### src/rtl/vtc_pkg.sv
package vtc_pkg;

    typedef struct packed {
        logic       rsvd;
        logic [1:0] expo;
    } sew_dec_t;

    typedef struct packed {
        logic       rsvd;
        logic       frac;
        logic [1:0] mag;
    } lmul_dec_t;

    function automatic sew_dec_t decode_sew(input logic [2:0] code);
        sew_dec_t d;
        d.rsvd = code[2];
        d.expo = code[1:0];
        return d;
    endfunction

    function automatic lmul_dec_t decode_lmul(input logic [2:0] code);
        lmul_dec_t d;
        d.rsvd = (code == 3'b100);
        d.frac = code[2];
        d.mag  = code[2] ? (~code[1:0] + 2'd1) : code[1:0];
        return d;
    endfunction

endpackage

### src/rtl/vtc_field_decode.sv
module vtc_field_decode
    import vtc_pkg::*;
(
    input  logic [2:0] sew_code,
    input  logic [2:0] lmul_code,
    output sew_dec_t   sew_d,
    output lmul_dec_t  lmul_d
);
    always_comb begin
        sew_d  = decode_sew(sew_code);
        lmul_d = decode_lmul(lmul_code);
    end
endmodule

### src/rtl/vtc_legal_check.sv
module vtc_legal_check
    import vtc_pkg::*;
#(
    parameter int ELEN          = 32,
    parameter int SEW_LMUL1_MAX = 64
) (
    input  sew_dec_t  sew_d,
    input  lmul_dec_t lmul_d,
    output logic      legal
);
    localparam int EFF_MAX  = (SEW_LMUL1_MAX < ELEN) ? SEW_LMUL1_MAX : ELEN;
    localparam logic [2:0] ELEN_LOG = 3'($clog2(ELEN) - 3);
    localparam logic [2:0] EFF_LOG  = 3'($clog2(EFF_MAX) - 3);

    logic [2:0] frac_need;
    logic       width_ok;
    logic       frac_ok;

    always_comb begin
        frac_need = {1'b0, sew_d.expo} + {1'b0, lmul_d.mag};
        width_ok  = ({1'b0, sew_d.expo} <= ELEN_LOG);
        frac_ok   = !lmul_d.frac || (frac_need <= EFF_LOG);
        legal     = !sew_d.rsvd && !lmul_d.rsvd && width_ok && frac_ok;
    end
endmodule

### src/rtl/vtc_group_align.sv
module vtc_group_align
    import vtc_pkg::*;
#(
    parameter int IDX_W = 5
) (
    input  lmul_dec_t        lmul_d,
    input  logic [IDX_W-1:0] vd_idx,
    input  logic             legal,
    output logic             misaligned
);
    logic [IDX_W-1:0] low_mask;

    for (genvar i = 0; i < IDX_W; i++) begin : g_mask
        if (i < 3) begin : g_live
            assign low_mask[i] = !lmul_d.frac && (lmul_d.mag > 2'(i));
        end else begin : g_dead
            assign low_mask[i] = 1'b0;
        end
    end

    assign misaligned = legal && |(vd_idx & low_mask);
endmodule

### src/rtl/vtc_vlmax_calc.sv
module vtc_vlmax_calc
    import vtc_pkg::*;
#(
    parameter int VLEN = 128,
    parameter int VLW  = 8
) (
    input  sew_dec_t        sew_d,
    input  lmul_dec_t       lmul_d,
    input  logic            legal,
    output logic [VLW-1:0]  vlmax
);
    localparam int VLEN_LOG = $clog2(VLEN);

    logic [7:0] shamt;
    logic [7:0] mag_w;

    always_comb begin
        mag_w = {6'b0, lmul_d.mag};
        shamt = 8'(VLEN_LOG) - 8'd3 - {6'b0, sew_d.expo};
        shamt = lmul_d.frac ? (shamt - mag_w) : (shamt + mag_w);
    end

    for (genvar i = 0; i < VLW; i++) begin : g_onehot
        assign vlmax[i] = legal && (shamt == 8'(i));
    end
endmodule

### src/rtl/vtype_legality_check.sv
module vtype_legality_check
    import vtc_pkg::*;
#(
    parameter int ELEN          = 32,
    parameter int VLEN          = 128,
    parameter int SEW_LMUL1_MAX = 64,
    parameter int NUM_VREGS     = 32,
    parameter bit OUT_REG       = 1'b1,
    parameter int IDX_W         = $clog2(NUM_VREGS),
    parameter int VLW           = $clog2(VLEN) + 1
) (
    input  logic             clk,
    input  logic             rst_n,
    input  logic [2:0]       sew_code,
    input  logic [2:0]       lmul_code,
    input  logic [IDX_W-1:0] vd_idx,
    output logic             vill,
    output logic             misaligned,
    output logic [VLW-1:0]   vlmax
);
    sew_dec_t       sew_d;
    lmul_dec_t      lmul_d;
    logic           legal;
    logic           mis_nxt;
    logic [VLW-1:0] vlmax_nxt;

    vtc_field_decode u_decode (
        .sew_code  (sew_code),
        .lmul_code (lmul_code),
        .sew_d     (sew_d),
        .lmul_d    (lmul_d)
    );

    vtc_legal_check #(
        .ELEN          (ELEN),
        .SEW_LMUL1_MAX (SEW_LMUL1_MAX)
    ) u_legal (
        .sew_d  (sew_d),
        .lmul_d (lmul_d),
        .legal  (legal)
    );

    vtc_group_align #(
        .IDX_W (IDX_W)
    ) u_align (
        .lmul_d     (lmul_d),
        .vd_idx     (vd_idx),
        .legal      (legal),
        .misaligned (mis_nxt)
    );

    vtc_vlmax_calc #(
        .VLEN (VLEN),
        .VLW  (VLW)
    ) u_vlmax (
        .sew_d  (sew_d),
        .lmul_d (lmul_d),
        .legal  (legal),
        .vlmax  (vlmax_nxt)
    );

    if (OUT_REG) begin : g_reg
        always_ff @(posedge clk or negedge rst_n) begin
            if (!rst_n) begin
                vill       <= 1'b1;
                misaligned <= 1'b0;
                vlmax      <= '0;
            end else begin
                vill       <= !legal;
                misaligned <= mis_nxt;
                vlmax      <= vlmax_nxt;
            end
        end
    end else begin : g_comb
        assign vill       = !legal;
        assign misaligned = mis_nxt;
        assign vlmax      = vlmax_nxt;
    end
endmodule

### config.mk
export PLATFORM = sky130hd
export DESIGN_NAME = vtype_legality_check
export DESIGN_NICKNAME = d
export VERILOG_FILES = /design/src/rtl/vtc_pkg.sv /design/src/rtl/vtc_field_decode.sv /design/src/rtl/vtc_legal_check.sv /design/src/rtl/vtc_group_align.sv /design/src/rtl/vtc_vlmax_calc.sv /design/src/rtl/vtype_legality_check.sv
export SDC_FILE = /design/constraint.sdc
export NUM_CORES = 1
export LEC_CHECK = 0
export BUFFER_PORTS_ARGS = -buffer_cell sky130_fd_sc_hd__buf_4
export CORE_MARGIN = 2
export CORE_UTILIZATION = 45
export CTS_CLUSTER_DIAMETER = 40
export DETAILED_ROUTE_END_ITERATION = 6
export HOLD_SLACK_MARGIN = 0.12
export PLACE_DENSITY = 0.79
export SLEW_MARGIN = 0
export SYNTH_ARGS = -nofsm -noshare
export SYNTH_HDL_FRONTEND = slang
export SYNTH_SLANG_ARGS = --single-unit
### constraint.sdc
create_clock -name clk -period 0.92 [get_ports clk]
set_clock_uncertainty 0.1 [all_clocks]
set_input_delay 0.184 -clock clk [delete_from_list [all_inputs] [get_ports clk]]
set_output_delay 0.184 -clock clk [all_outputs]
set_load 0.05 [all_outputs]
==> impl_results.md <==
* Status: complete, but fails checks
* Failing checks: setup timing
* Largest net degree at the start of global routing at 11
* IO Pins at 23
* RSZ-0062 raised after global routing: true
* Crit-path max cell delay at 0.46 ns
* CP arrival at 2.27 ns
* Post-Route WL at 1.71 mm
* Initial antenna violation count at 0
* Hold Crit Class: input pin to async pin
* Fmax at 0.456 GHz
* Critical Path RT at 1.00 ns
* Row cnt at 14
* First-pass iteration count of the detailed router at 4
* Net count, final at 133
* Syn Std Cell Area at 709 µm²
* Total number of vias at 633
* Mapped Cells at 64
* PnR worst setup slack at -1.27 ns
* Lkg Pwr at 0.605 nW
* Yosys cell types at 23
* Port-buffer cells at 20
* Final Critical Period at 2.19 ns
* Die W at 43.7 µm
* CP cell instances: buf_12, inv_12, ha_4, mux2_4, fa_1, o31a_1, a2bb2oi_1, o211ai_4, nor3_2
* CP Launch Type: input pin
* Max Cap Viol at 0
* CP bufs+invs at 2
* Share of cells above drive strength 1 at 0.626
* Post-DRT Antenna Nets at 0
* Root buf cell: clkbuf_4
* Avg Inst Size Synth at 11.1 µm²
* GR Util All Layers at 0.200
* Cells after DPL at 115
* Most frequent cell after synthesis: inv_1
* CP Class: input pin to flip-flop
* CTS Buf Count at 3
* Core ar. at 1490 µm²
* Post-synth top area share at 0.317
* Grt ovf at 0
* Final period util at 2.38
* Initial Utilization at 0.476
* Pwr/cell area at 1260 nW/µm²
* Worst-path clk slew at 0.06 ns
* Post-DP HPWL at 1.30 mm
* Peak VDD IR at 0.618 mV
* Crit path depth at 9
* Yosys warns at 0
* Dpl ws at -1.58 ns
* Vias per cell at 5.15
* DR iter-0 viols at 5
* Non-Filler Instances at 123
* Vias in the first global route at 696
* Overall power at 0.00155 W
* Count of final setup violators at 20
* Setup tns final at -13.04 ns
* Num Clock Sinks at 10
* DRC Markers at 0
* Synth area leader: dfrtp_1
* Ys flop type: dfrtp_1
* Synthesized Nets at 89
* Die height at 43.7 µm
* Top cells by area, synth: dfrtp_1 32%, ha_1 16%, fa_1 8.5%
* Worst-margin pin slew at 0.464 ns
* CP Capture Type: flip-flop
* Post-synthesis async set-or-reset flop share at 1.00
* Slowest stage cell, crit path: fa_1
* Post-synthesis sequential area ratio at 0.354
* FF+latch count, synth at 10
* Area grow syn2layout at 74.3%
* Pins Over Slew Limit at 0
* Antenna cells at 0
* Most frequent cells after synthesis: 11 x inv_1, 9 x dfrtp_1, 9 x ha_1, 9 x nor3_1, 3 x fa_1
* First-pass GRT wire length at 2.75 mm
* GPL Wtd Cong at 0.744
* Rel. slew slack at 0.690
* Post-synth EDFFs at 0
* CP max FO at 4
* Final hold viol count at 0
* H-Tree Level Count at 1
* Wire per inst at 13.9 µm
* Hold slack final at 0.176 ns
* CTS Buffer Depth at 2
* Die area at 1910 µm²
* CTS tree: done
* Cell family with the largest share of critical-path delay: compound AO/OA/AOI/OAI gates
placed cells by master (no fill, tap or decap):
cell           Yosys  routed
buf_8              0       1
ha_1               9       7
dfstp_2            1       1
nor3_2             0       9
o211ai_4           0       2
or2b_2             1       1
xnor2_2            0       1
buf_12             0       2
mux2_2             1       1
a2bb2oi_1          1       1
fa_1               3       3
a21oi_1            2       2
clkbuf_4           0       3
or4_4              1       1
inv_1             11       8
ha_4               0       1
ha_2               0       1
dfrtp_1            9       9
nand2_1            2       2
mux2i_1            2       2
and2_1             1       1
o22ai_1            1       1
mux2_4             1       1
dlygate4sd3_1      0       1
buf_6              0      10
xnor2_1            2       1
o31a_1             1       1
buf_4              1      26
a221oi_4           1       1
nor2_2             0       1
inv_4              0       2
clkbuf_8           0       1
o21ai_0            1       1
inv_12             0       1
path summary, 6_finish.rpt:
path	start	end	slack (ns)
max in group asynchronous	rst_n	vill$_DFF_PN1_	0.33
setup / recovery	lmul_code[1]	vlmax[0]$_DFF_PN0_	-1.27
hold / removal	rst_n	vlmax[6]$_DFF_PN0_	0.18
min in group clk	vd_idx[1]	misaligned$_DFF_PN0_	0.20
where the power goes:
part           switching [W]  internal, W  total [W]
combinational       0.000382     0.000310   0.000692
sequential         0.0000103     0.000465   0.000475
clock               0.000145     0.000240   0.000385
logic make-up after synthesis:
group,count (synthesis),synth area share
AND/OR/NAND/NOR,15,0.116
multiplexers,4,0.0652
buffers and inverters,12,0.0688
flip-flops,10,0.355
AO/OA/AOI/OAI,9,0.127
XOR/XNOR,2,0.0247
adder cells (fa/ha/maj),12,0.243
layer usage:
metal / global-route usage / routed length, µm
met3: 0.0167 / 70
met2: 0.391 / 1010
met5: 0 / 0
met1: 0.194 / 543
met4: 0.127 / 80
through the flow:
step | utilization | area (µm²)
CTS | 0.798 | 1190
finish | 0.830 | 1240
detailed placement | 0.702 | 1040
global placement | 0.702 | 1040
floorplan | - | 749
global route | 0.830 | 1240
area by class of cell:
class / instances / area [µm²]
inverter: 11 / 58.8
sequential: 10 / 251
multi-input combinational: 42 / 497
fill: 91 / 253
tap: 16 / 20.0
clock buffer: 4 / 36.3
timing repair buffer: 40 / 373
what timing repair did:
action | CTS | global route
hold buffers | 1 | 0
pin swaps | 3 | 2
hold endpoints to repair | 10 | 0
endpoints found under the setup margin | 20 | 20
resized for setup | 19 | 8
setup buffers | 3 | 0
state kept, by name, summed over array words and instances (netlist names):
name        flops
misaligned      1
vill            1
vlmax           8
Note: power is estimated with default switching activity, not from simulation.
